**src/rtl/hostreg_pkg.sv**
```systemverilog
// Shared constants, types and helpers for the host register interface.
// Assumes an 8-bit data path and at most 256 register addresses.
package hostreg_pkg;
    localparam int unsigned DATA_W   = 8;
    localparam int unsigned NUM_WIDE = 5;
    localparam int unsigned PEND_W   = 6;

    localparam logic [7:0] A_ID         = 8'h00;
    localparam logic [7:0] A_SETTING    = 8'h01;
    localparam logic [7:0] A_IDLE_WAIT  = 8'h02;
    localparam logic [7:0] A_LOCAL_ADDR = 8'h03;
    localparam logic [7:0] A_WIDE_BASE  = 8'h04;
    localparam logic [7:0] A_FLAG_LO    = 8'h10;
    localparam logic [7:0] A_RX_LEN     = 8'h11;
    localparam logic [7:0] A_FLAG_HI    = 8'h12;

    localparam logic [7:0] SETTING_RST  = 8'h10;
    localparam logic [7:0] IDLE_RST     = 8'h0a;
    localparam logic [7:0] LOCAL_RST    = 8'hff;
    localparam int unsigned SAVE_BROKEN_BIT = 3;

    typedef enum logic [1:0] {
        MODE_HALF    = 2'b00,
        MODE_ARB     = 2'b01,
        MODE_BRKSYNC = 2'b10,
        MODE_FULL    = 2'b11
    } link_mode_e;

    // Sticky event group, one bit per pulse source.
    typedef struct packed {
        logic tx_err;
        logic collision;
        logic rx_broken;
        logic rx_lost;
        logic brk_rx;
    } evt_t;

    function automatic logic [7:0] wide_hi_addr(input int idx);
        return A_WIDE_BASE + 8'(2 * idx);
    endfunction

    function automatic logic [7:0] wide_lo_addr(input int idx);
        return A_WIDE_BASE + 8'(2 * idx + 1);
    endfunction

    // Reset value per wide register: permit, max idle, slow div, fast div, mask.
    function automatic logic [15:0] wide_reset(input int idx);
        case (idx)
            0:       return 16'h0014;
            1:       return 16'h00c8;
            2, 3:    return 16'h015a;
            default: return 16'h0000;
        endcase
    endfunction
endpackage

```
**src/rtl/hostreg_hi_stage.sv**
```systemverilog
// Holds the high byte of a wide-register write until a low-byte write uses it.
// Assumes at most one of wr_hi and wr_lo is active in a cycle (one address).
// A single staging byte serves every wide register.
module hostreg_hi_stage (
    input  logic       clk,
    input  logic       rst_n,
    input  logic       wr_hi,
    input  logic       wr_lo,
    input  logic [7:0] wdata,
    output logic [7:0] hi_byte
);
    logic [7:0] stage_q;
    logic       valid_q;

    // Capture a high byte; a low-byte commit consumes and drops it.
    always_ff @(posedge clk) begin
        if (!rst_n) begin
            stage_q <= '0;
            valid_q <= 1'b0;
        end else if (wr_hi) begin
            stage_q <= wdata;
            valid_q <= 1'b1;
        end else if (wr_lo) begin
            valid_q <= 1'b0;
        end
    end

    // An empty stage offers zero as the high byte.
    always_comb hi_byte = valid_q ? stage_q : 8'h00;

    p_stage_drop_r3: assert property (@(posedge clk) disable iff (!rst_n)
        (wr_lo && !wr_hi) |=> (hi_byte == 8'h00))
        else $error("staged high byte survived a low-byte commit");
endmodule

```
**src/rtl/hostreg_wide_reg.sv**
```systemverilog
// One 16-bit configuration register, updated atomically on a low-byte commit.
// Assumes the high byte comes from the shared staging byte. Only KEEP_W low bits are stored.
module hostreg_wide_reg #(
    parameter logic [15:0] RST_VAL = 16'h0000,
    parameter int unsigned KEEP_W  = 16
) (
    input  logic        clk,
    input  logic        rst_n,
    input  logic        commit,
    input  logic [7:0]  hi,
    input  logic [7:0]  lo,
    output logic [15:0] q
);
    localparam logic [15:0] KEEP_MASK =
        (KEEP_W >= 16) ? 16'hffff : 16'((17'd1 << KEEP_W) - 17'd1);

    // Load both bytes in one edge so the consumer never sees half a value.
    always_ff @(posedge clk) begin
        if (!rst_n)      q <= RST_VAL & KEEP_MASK;
        else if (commit) q <= {hi, lo} & KEEP_MASK;
    end

    p_hold_until_low_r4: assert property (@(posedge clk) disable iff (!rst_n)
        !commit |=> $stable(q))
        else $error("wide register changed without a low-byte commit");
endmodule

```
**src/rtl/hostreg_burst.sv**
```systemverilog
// Chooses the read address: the host address, or the previous read address
// plus one when a read continues a burst. Assumes reads last one cycle.
module hostreg_burst (
    input  logic       clk,
    input  logic       rst_n,
    input  logic       rd,
    input  logic       rd_next,
    input  logic [7:0] addr,
    output logic [7:0] eff_addr
);
    logic [7:0] ptr_q;

    // A continued read takes the stored pointer, a fresh one the host address.
    always_comb eff_addr = rd_next ? ptr_q : addr;

    // Each read moves the pointer to the address after the one just read.
    always_ff @(posedge clk) begin
        if (!rst_n)  ptr_q <= '0;
        else if (rd) ptr_q <= eff_addr + 8'd1;
    end

    p_ptr_hold_r11: assert property (@(posedge clk) disable iff (!rst_n)
        !rd |=> $stable(ptr_q))
        else $error("burst pointer moved without a read");
endmodule

```
**src/rtl/hostreg_flags.sv**
```systemverilog
// Builds the 16-bit status word from sticky event bits and live levels, and
// drives the interrupt line. Assumes event inputs are single-cycle pulses.
// An event in the same cycle as a clearing read wins over the clear.
module hostreg_flags
    import hostreg_pkg::*;
(
    input  logic              clk,
    input  logic              rst_n,
    input  logic              save_broken,
    input  logic              rd_clear,
    input  evt_t              ev,
    input  logic              bus_idle,
    input  logic [PEND_W-1:0] rx_pend,
    input  logic              tx_released,
    input  logic              tx_empty,
    input  logic              rx_ready,
    input  logic              page_broken,
    input  logic [15:0]       int_mask,
    output logic [15:0]       flag_word,
    output logic              irq
);
    evt_t stk_q;
    evt_t stk_d;

    // Set on event, clear on a status-low read, event taking priority.
    always_comb begin
        stk_d = ev | (rd_clear ? '0 : stk_q);
        if (save_broken) stk_d.rx_broken = 1'b0;
    end

    // Register the sticky group.
    always_ff @(posedge clk) begin
        if (!rst_n) stk_q <= '0;
        else        stk_q <= stk_d;
    end

    // Assemble the status word in its fixed bit layout.
    always_comb begin
        flag_word = {
            ~bus_idle, bus_idle, rx_pend,
            stk_q.tx_err, stk_q.collision, tx_released, tx_empty,
            (save_broken ? page_broken : stk_q.rx_broken),
            stk_q.rx_lost, stk_q.brk_rx, rx_ready
        };
    end

    // The interrupt line is the OR of masked status bits.
    always_comb irq = |(flag_word & int_mask);

    p_read_clears_r8: assert property (@(posedge clk) disable iff (!rst_n)
        (rd_clear && ev == '0) |=> (flag_word[7:6] == 2'b00 && flag_word[2:1] == 2'b00))
        else $error("sticky bits survived a clearing read");

    p_event_wins_r9: assert property (@(posedge clk) disable iff (!rst_n)
        ev.collision |=> flag_word[6])
        else $error("collision event lost");

    p_irq_quiet_r7: assert property (@(posedge clk) disable iff (!rst_n)
        (int_mask == 16'h0000) |-> !irq)
        else $error("irq raised with an empty mask");
endmodule

```
**src/rtl/hostreg_ctl.sv**
```systemverilog
// Top of the host register interface. Decodes byte reads and writes, holds
// the byte-wide configuration registers, instantiates one wide register per
// 16-bit setting and routes status into the flag block.
// Assumes host_wr and host_rd are single-cycle strobes and never both high.
module hostreg_ctl
    import hostreg_pkg::*;
#(
    parameter logic [7:0]  ID_VALUE  = 8'h21,
    parameter int unsigned PERMIT_W  = 10,
    parameter int unsigned MAXIDLE_W = 10
) (
    input  logic                 clk,
    input  logic                 rst_n,
    input  logic [7:0]           host_addr,
    input  logic                 host_wr,
    input  logic [7:0]           host_wdata,
    input  logic                 host_rd,
    input  logic                 host_rd_next,
    output logic [7:0]           host_rdata,
    output logic                 irq,
    input  logic                 ev_tx_err,
    input  logic                 ev_collision,
    input  logic                 ev_rx_broken,
    input  logic                 ev_rx_lost,
    input  logic                 ev_break,
    input  logic                 st_bus_idle,
    input  logic [5:0]           st_rx_pend,
    input  logic                 st_tx_released,
    input  logic                 st_tx_empty,
    input  logic                 st_rx_ready,
    input  logic                 st_page_broken,
    input  logic [7:0]           st_rx_len,
    output logic [7:0]           cfg_setting,
    output logic [1:0]           cfg_mode,
    output logic [7:0]           cfg_idle_wait,
    output logic [7:0]           cfg_local_addr,
    output logic [PERMIT_W-1:0]  cfg_tx_permit,
    output logic [MAXIDLE_W-1:0] cfg_max_idle,
    output logic [15:0]          cfg_div_slow,
    output logic [15:0]          cfg_div_fast,
    output logic [15:0]          cfg_int_mask
);
    function automatic int keep_of(input int idx);
        case (idx)
            0:       return PERMIT_W;
            1:       return MAXIDLE_W;
            default: return 16;
        endcase
    endfunction

    logic [7:0]    setting_q, idle_q, local_q;
    logic [7:0]    eff_addr;
    logic [7:0]    hi_byte;
    logic [15:0]   wide_q [NUM_WIDE];
    logic [NUM_WIDE-1:0] hi_hit, lo_hit;
    logic          wr_hi_any, wr_lo_any, rd_clear;
    logic [15:0]   flag_word;
    evt_t          ev;
    link_mode_e    mode;

    // Pack the event pulses into the sticky group type.
    always_comb ev = '{tx_err: ev_tx_err, collision: ev_collision,
                       rx_broken: ev_rx_broken, rx_lost: ev_rx_lost,
                       brk_rx: ev_break};

    hostreg_burst u_burst (
        .clk      (clk),
        .rst_n    (rst_n),
        .rd       (host_rd),
        .rd_next  (host_rd_next),
        .addr     (host_addr),
        .eff_addr (eff_addr)
    );

    // Decode the high and low address of each wide register.
    for (genvar gi = 0; gi < NUM_WIDE; gi++) begin : g_wide_dec
        assign hi_hit[gi] = host_wr && (host_addr == wide_hi_addr(gi));
        assign lo_hit[gi] = host_wr && (host_addr == wide_lo_addr(gi));
    end

    always_comb wr_hi_any = |hi_hit;
    always_comb wr_lo_any = |lo_hit;

    hostreg_hi_stage u_stage (
        .clk     (clk),
        .rst_n   (rst_n),
        .wr_hi   (wr_hi_any),
        .wr_lo   (wr_lo_any),
        .wdata   (host_wdata),
        .hi_byte (hi_byte)
    );

    for (genvar gi = 0; gi < NUM_WIDE; gi++) begin : g_wide
        hostreg_wide_reg #(
            .RST_VAL (wide_reset(gi)),
            .KEEP_W  (keep_of(gi))
        ) u_reg (
            .clk    (clk),
            .rst_n  (rst_n),
            .commit (lo_hit[gi]),
            .hi     (hi_byte),
            .lo     (host_wdata),
            .q      (wide_q[gi])
        );
    end

    // Byte-wide configuration registers; read-only addresses fall through.
    always_ff @(posedge clk) begin
        if (!rst_n) begin
            setting_q <= SETTING_RST;
            idle_q    <= IDLE_RST;
            local_q   <= LOCAL_RST;
        end else if (host_wr) begin
            case (host_addr)
                A_SETTING:    setting_q <= host_wdata;
                A_IDLE_WAIT:  idle_q    <= host_wdata;
                A_LOCAL_ADDR: local_q   <= host_wdata;
                default: ;
            endcase
        end
    end

    // Any read that lands on the status-low address clears the sticky bits.
    always_comb rd_clear = host_rd && (eff_addr == A_FLAG_LO);

    hostreg_flags u_flags (
        .clk         (clk),
        .rst_n       (rst_n),
        .save_broken (setting_q[SAVE_BROKEN_BIT]),
        .rd_clear    (rd_clear),
        .ev          (ev),
        .bus_idle    (st_bus_idle),
        .rx_pend     (st_rx_pend),
        .tx_released (st_tx_released),
        .tx_empty    (st_tx_empty),
        .rx_ready    (st_rx_ready),
        .page_broken (st_page_broken),
        .int_mask    (wide_q[4]),
        .flag_word   (flag_word),
        .irq         (irq)
    );

    // Read multiplexer on the effective address.
    always_comb begin
        host_rdata = 8'h00;
        case (eff_addr)
            A_ID:         host_rdata = ID_VALUE;
            A_SETTING:    host_rdata = setting_q;
            A_IDLE_WAIT:  host_rdata = idle_q;
            A_LOCAL_ADDR: host_rdata = local_q;
            A_FLAG_LO:    host_rdata = flag_word[7:0];
            A_RX_LEN:     host_rdata = st_rx_len;
            A_FLAG_HI:    host_rdata = flag_word[15:8];
            default: ;
        endcase
        for (int i = 0; i < NUM_WIDE; i++) begin
            if (eff_addr == wide_hi_addr(i)) host_rdata = wide_q[i][15:8];
            if (eff_addr == wide_lo_addr(i)) host_rdata = wide_q[i][7:0];
        end
    end

    // Drive the configuration outputs.
    always_comb mode = link_mode_e'(setting_q[5:4]);
    assign cfg_setting    = setting_q;
    assign cfg_mode       = mode;
    assign cfg_idle_wait  = idle_q;
    assign cfg_local_addr = local_q;
    assign cfg_tx_permit  = wide_q[0][PERMIT_W-1:0];
    assign cfg_max_idle   = wide_q[1][MAXIDLE_W-1:0];
    assign cfg_div_slow   = wide_q[2];
    assign cfg_div_fast   = wide_q[3];
    assign cfg_int_mask   = wide_q[4];

    p_readonly_r13: assert property (@(posedge clk) disable iff (!rst_n)
        (host_wr && host_addr >= A_FLAG_LO) |=> $stable(cfg_setting) && $stable(cfg_int_mask))
        else $error("write to a read-only address changed state");
endmodule

```
**config.mk**
```make
export PLATFORM = sky130hd
export DESIGN_NAME = hostreg_ctl
export DESIGN_NICKNAME = d
export VERILOG_FILES = /design/src/rtl/hostreg_pkg.sv /design/src/rtl/hostreg_hi_stage.sv /design/src/rtl/hostreg_wide_reg.sv /design/src/rtl/hostreg_burst.sv /design/src/rtl/hostreg_flags.sv /design/src/rtl/hostreg_ctl.sv
export SDC_FILE = /design/constraint.sdc
export NUM_CORES = 1
export LEC_CHECK = 0
export ABC_AREA = 1
export CAP_MARGIN = 20
export CORE_MARGIN = 5
export CORE_UTILIZATION = 50
export DETAILED_ROUTE_END_ITERATION = 10
export PLACE_DENSITY = 0.8
export SETUP_SLACK_MARGIN = 0.05
export SLEW_MARGIN = 20
export SYNTH_ARGS = -nofsm -noshare
export SYNTH_HDL_FRONTEND = slang
export SYNTH_HIERARCHICAL = 1
export SYNTH_SLANG_ARGS = --single-unit
```
**constraint.sdc**
```tcl
create_clock -name clk -period 4 [get_ports clk]
set_input_delay 0.6 -clock clk [delete_from_list [all_inputs] [get_ports clk]]
set_output_delay 0.6 -clock clk [all_outputs]
set_load 0.01 [all_outputs]
```
# Word-level counts from Yosys, hierarchy flattened
# Cells that the tools add are included.
dict set report totals {
  ramBits 0
  wordCells 87
  in_bits 45
  ff_bits 114
  memories 0
  mem_bits_ro 0
  latch_bits 0
  output_inout_bits 103
}
dict set report classes {
  n_div 0
  shifts 0
  n_addsub 1
  n_reduce_logical 20
  n_eq_ne 29
  n_mux 17
  n_bitwise 4
  magnitude_cmp 0
  multipliers 0
}
# operator n
set ops {}
lappend ops {{equality test 8 x 4 -> 1 bit (second input constant)} 12}
lappend ops {{two-way mux 8 bit} 12}
lappend ops {{equality test 8 x 3 -> 1 bit (second input constant)} 8}
lappend ops {{case mux 8 bit (7 select lines)} 1}
lappend ops {{equality test 8 x 2 -> 1 bit (second input constant)} 4}
lappend ops {{equality test 8 x 5 -> 1 bit (second input constant)} 3}
lappend ops {{bitwise AND 16 bit} 1}
lappend ops {{equality test 8 x 1 -> 1 bit (second input constant)} 2}
lappend ops {{OR reduction 16 bit} 1}
lappend ops {{logical AND 1 bit} 11}
lappend ops {{OR reduction 5 bit} 2}
lappend ops {{adder 8 x 1 -> 8 bit (second input constant)} 1}
lappend ops {{zero test 8 bit} 1}
lappend ops {{AND reduction 2 bit} 3}
lappend ops {{two-way mux 5 bit} 1}
lappend ops {{OR 5 bit} 1}
lappend ops {{two-way mux 1 bit} 3}
lappend ops {{inverter 1 bit} 2}
lappend ops {{nonzero test 2 bit} 1}
lappend ops {{OR reduction 2 bit} 1}

# Depth between registers and ports, before layout
dict set report depth {
  depth_word 13
  depth_mapped 18
  mapped_depth_nobuf 17
}

# By module
# Netlist, hierarchy kept.
# module seq_area_each_um2 area_per_inst_um2 cells_per_inst instances
set modules_own_cells {}
lappend modules_own_cells {hostreg_ctl 480.5 2274.7 414 1}
lappend modules_own_cells {{hostreg_wide_reg (g_wide[2].u_reg ...)} 320.3 651.9 92 2}
lappend modules_own_cells {{hostreg_wide_reg (g_wide[4].u_reg)} 320.3 674.4 101 1}
lappend modules_own_cells {hostreg_burst 160.2 598.1 97 1}
lappend modules_own_cells {{hostreg_wide_reg (g_wide[0].u_reg)} 200.2 464.2 67 1}
lappend modules_own_cells {{hostreg_wide_reg (g_wide[1].u_reg)} 200.2 457.9 65 1}
lappend modules_own_cells {hostreg_flags 100.1 394.1 64 1}
lappend modules_own_cells {hostreg_hi_stage 180.2 369.1 55 1}

# Worst setup path before layout
# OpenSTA, ideal clock, no wires.
dict set report synth_path {
  path_type {input-to-output}
  from {in host_rd_next}
  to {out host_rdata[2]}
  t_arrival_ns 2.146
  t_required_ns 3.400
  cell_stages 14
  path_buffers 1
  path_slack_ns 1.254
  path_cell_list {buf_6 > o21ai_0 > inv_1 > inv_1 > nand2_2 > nor2_4 > nand3_2 > nor2_1 > a21oi_1 > nand4_1 > nand2_1 > nand3_1 > nand2_1 > nand2_1}
}
dict set report synth_between {
  elab_chain_len 13
  word_cells_on_any_way 29
  cone_classes {eq/ne: 16; mux: 12; reduce/logical: 1}
}
# element line_no
set synth_lines {}
lappend synth_lines {{from (decl)} hostreg_ctl.sv:18} ;# input logic host_rd_next,
lappend synth_lines {{two-way mux 8 bit (*)} hostreg_burst.sv:14} ;# always_comb eff_addr = rd_next ? ptr_q : addr;
lappend synth_lines {{net eff_addr[7]} hostreg_ctl.sv:52} ;# logic [7:0] eff_addr;
lappend synth_lines {{equality test 8 x 5 -> 1 bit (tied with other cells)} hostreg_ctl.sv:146} ;# case (eff_addr)
lappend synth_lines {{case mux 8 bit (7 select lines)} hostreg_ctl.sv:146}
lappend synth_lines {{two-way mux 8 bit} hostreg_ctl.sv:157} ;# if (eff_addr == wide_hi_addr(i)) host_rdata = wide_q[i][15:8];
lappend synth_lines {{two-way mux 8 bit} hostreg_ctl.sv:158} ;# if (eff_addr == wide_lo_addr(i)) host_rdata = wide_q[i][7:0];
lappend synth_lines {{two-way mux 8 bit} hostreg_ctl.sv:157}
lappend synth_lines {{two-way mux 8 bit} hostreg_ctl.sv:158}
lappend synth_lines {{two-way mux 8 bit} hostreg_ctl.sv:157}
lappend synth_lines {{two-way mux 8 bit} hostreg_ctl.sv:158}
lappend synth_lines {{two-way mux 8 bit} hostreg_ctl.sv:157}
lappend synth_lines {{two-way mux 8 bit} hostreg_ctl.sv:158}
lappend synth_lines {{two-way mux 8 bit} hostreg_ctl.sv:157}
lappend synth_lines {{two-way mux 8 bit (*)} hostreg_ctl.sv:158}
lappend synth_lines {{to (decl)} hostreg_ctl.sv:19} ;# output logic [7:0] host_rdata,
# Mark *: on every way through the listed nets, which the timed path passes. The rest lies on a longest branch.

# Worst setup path in the final report
dict set report layout_path {
  from {in host_addr[3]}
  to {out host_rdata[1]}
}
dict set report layout_between {
  elab_chain_len 13
  word_cells_on_any_way 29
  cone_classes {eq/ne: 16; mux: 12; reduce/logical: 1}
}
# element line_no
set layout_lines {}
lappend layout_lines {{from (decl)} hostreg_ctl.sv:14} ;# input logic [7:0] host_addr,
lappend layout_lines {{two-way mux 8 bit (*)} hostreg_burst.sv:14}
lappend layout_lines {{net eff_addr[3]} hostreg_ctl.sv:52}
lappend layout_lines {{equality test 8 x 5 -> 1 bit (tied with other cells)} hostreg_ctl.sv:146}
lappend layout_lines {{case mux 8 bit (7 select lines)} hostreg_ctl.sv:146}
lappend layout_lines {{two-way mux 8 bit} hostreg_ctl.sv:157}
lappend layout_lines {{two-way mux 8 bit} hostreg_ctl.sv:158}
lappend layout_lines {{two-way mux 8 bit} hostreg_ctl.sv:157}
lappend layout_lines {{two-way mux 8 bit} hostreg_ctl.sv:158}
lappend layout_lines {{two-way mux 8 bit} hostreg_ctl.sv:157}
lappend layout_lines {{two-way mux 8 bit} hostreg_ctl.sv:158}
lappend layout_lines {{two-way mux 8 bit} hostreg_ctl.sv:157}
lappend layout_lines {{two-way mux 8 bit} hostreg_ctl.sv:158}
lappend layout_lines {{two-way mux 8 bit} hostreg_ctl.sv:157}
lappend layout_lines {{two-way mux 8 bit (*)} hostreg_ctl.sv:158}
# Marked as above.

==> reports/qor.csv <==
metric;value;unit
dpl hpwl;16400;µm
CP max stage cell;clkdlybuf4s50_1;
final worst slack;0.183;ns
Slew @ Worst Pin;0.829;ns
ant diodes;0;
WS Path Type;primary input to primary output;
post-synthesis mux area share;0;%
Synth top area share;34.9;%
CTS buffer count;17;
initial antenna violation count;0;
synth unique cells;36;
most frequent cell on the critical path;nand4_1;
detailed-route via count;7056;
worst hold start;cfg_setting[0];
Peak VDD IR;268;µV
Worst Setup SP;host_addr[3];
vias in the first global route;6503;
Post-synth EDFFs;0;
Synth Area in Compound Gates;6.43;%
mapped cell area;6540;µm²
endpoints failing setup;0;
Total Power;3240;µW
largest family of logic cells by synthesized area;simple AND/OR/NAND/NOR gates;
register area;2280;µm²
#FFs+latches synth;114;
share of layout cells above drive strength 1;10.9;%
critical-path maximum fanout;9;
Worst-Skew Late Latency;0.42;ns
Total Wirelength;22400;µm
asr flop ratio synth;0;%
area delta synth->final;34.5;%
Hold Crit Class;flop to flop;
DRT Pass-1 Iters;5;
initial DRC count;801;
Fmax achieved;262;MHz
Hold Vio Cnt, Final;0;
P_leak;0.00399;µW
synthesized area per cell;6.24;µm²
Max Root-Sink Buffers;2;
Final #Nets;1245;
Synth area leaders;dfxtp_1, nand2_1, nor2_1;
Antenna Violating Nets Remaining;0;
RSZ-0062 raised after global routing;no;
initial core utilization;51.4;%
xor/xnor share of the synthesized area;0.134;%
cell family with most CP delay;simple AND/OR/NAND/NOR gates;
fin util;69.1;%
CP Data Required Time;3.40;ns
Post-Synth Adder-Cell Area;0.191;%
Gate Count Post-Synth;1047;
final max-slew violation count;0;
CP Cell Sequence;clkdlybuf4s50_1, nand2_1, nand2_4, inv_2, nand2_4, nor2_2, buf_4, nand3_1, nand2_1, inv_1, nand4_1, nor2_1, nand4_1, nor2_1, nand4_1, clkdlybuf4s50_1;
Max Cap Violations;0;
Die Area;15500;µm²
Post-CTS Setup Bufs;0;
die outline width;124;µm
post-route setup TNS;0;ns
Synth Area in Simple Gates;42.3;%
relative slew slack;44.7;%
grt total ovfl;0;
WL/cell;16.2;µm
count leader, synth;nand2_1;
Seq/Total Area, Yosys;34.9;%
area of the multi-input gates;3290;µm²
Post-synth top flop;dfxtp_1;
share of the clock period used by the worst path;95.4;%
I/O pin cnt;148;
row count;41;
Post-synth top cells;nand2_1, nor2_1, inv_1;
overall routing resource usage;28.4;%
clock skew;0.00788;ns
Die H;124;µm
post-detailed-route via-to-cell ratio;5.10;
first-pass GRT wire length;35100;µm
clock tree from TritonCTS;yes;
clk root buf;clkbuf_16;
Reg2Reg Launch Point;u_burst/ptr_q[7];
PD cells;368;nW/µm²
Crit. End Element;primary output;
Core Area;12700;µm²
pre-CTS setup slack;0.0489;ns
CP Buf/Inv Count;5;
Crit path arrival time;3.22;ns
critical path startpoint category;primary input;
Residual DRC;0;
status;finished, final reports clean;
H-tree Lvls;4;
I/O Buffers;147;
post-synth top area cell;dfxtp_1;
Clk pin slew, worst setup/hold paths;0.05;ns
largest net degree at the start of global routing;46;
CP max stage delay;0.52;ns
Ys Warns;6;
Layout fillers;1101;
GPL Wtd Cong;0.959;
clock sink total;114;
min Tclk post-route;3.82;ns
-- final timing paths --
check / cells after the start / end / slack, ns
setup / recovery: 16 / host_rdata[1] / 0.18
hold reg to reg: 2 / cfg_setting[0] / 0.48
setup reg to reg: 12 / u_flags/flag_word[2] / 2.33
hold / removal: 2 / cfg_setting[0] / 0.48
-- state kept, by name (all words and copies together), names as in the netlist --
register and count:
u_burst/ptr_q 8, u_flags/stk_q 1, u_flags/flag_word 4, cfg_local_addr 8, cfg_setting 8, g_wide.u_reg/q 68, u_stage/stage_q 8, cfg_idle_wait 8
u_stage/valid_q 1
-- cells in the final DEF, fill, tap and decap left out, types with 2 or more instances in the layout --
master	instances
clkinv_4	3
nand2_1	327
clkbuf_16	17
nand2_4	4
bufinv_16	6
nand2_2	10
nor2_1	181
buf_12	3
nor3_2	7
a21oi_1	24
conb_1	12
clkinvlp_4	2
nand3b_1	3
nand4_1	20
o21ai_0	30
nor3_1	3
o21ai_1	2
nand3_2	2
buf_4	31
clkinv_2	2
nor2_4	6
nor2_2	18
dlymetal6s2s_1	2
inv_1	135
dfxtp_1	114
o211ai_1	14
inv_2	11
clkbuf_8	2
or2_2	3
nand3_1	63
clkdlybuf4s50_1	143
-- routing by layer --
| metal | routed length (µm) | part of all wire (%) | GRT usage (%) |
|---|---|---|---|
| met1 | 9700 | 43 | 38.2 |
| met2 | 9800 | 44 | 44.0 |
| met5 | 0 | 0 | 0 |
| met4 | 703 | 3.1 | 10.5 |
| met3 | 2160 | 9.6 | 7.08 |
-- tightest hold or removal path, delay by kind of cell (launching register included) --
| family | cells | cell delay [ns] |
|---|---|---|
| AOI/OAI and AO/OA | 1 | 0.06 |
| DFF | 1 | 0.30 |
| buffers and inverters | 1 | 0.07 |
-- repair_timing --
item,4_1_cts,5_1_grt
pin swaps,0,3
setup endpoints to repair,1,8
gates resized for setup,1,9
hold buffers,0,0
gates cloned,0,1
-- metrics by stage --
step           hold WS [ns]  instances  cell area, µm²
3_5_place_dp          0.477       1351            8080
2_1_floorplan         0.463       1057            6570
4_1_cts               0.487       1383            8760
6_report              0.483       1384            8790
3_3_place_gp          0.470       1351            8080
5_1_grt               0.507       1384            8790
-- layout make-up --
class | count | share of cell area, %
clock buffers | 19 | 5.15
multi-input cells | 738 | 37.4
flip-flops and latches | 114 | 26.0
repair buffers | 182 | 20.2
clock inverters | 13 | 2.63
well taps | 172 | 2.45
inverters | 146 | 6.23
-- report_power, final --
part | internal (µW) | switching (µW) | leakage (µW)
Combinational | 128 | 196 | 0.00274
Clock | 1200 | 551 | 0.000329
Sequential | 1150 | 10.2 | 0.000923
Total | 2480 | 757 | 0.00399
-- logic make-up after synthesis --
logic type	after synthesis
XOR/XNOR	1
flip-flops	114
adder cells (fa/ha/maj)	1
other	2
AO/OA/AOI/OAI	74
AND/OR/NAND/NOR	649
buffers and inverters	206
Note: power is estimated with default switching activity, not from simulation.
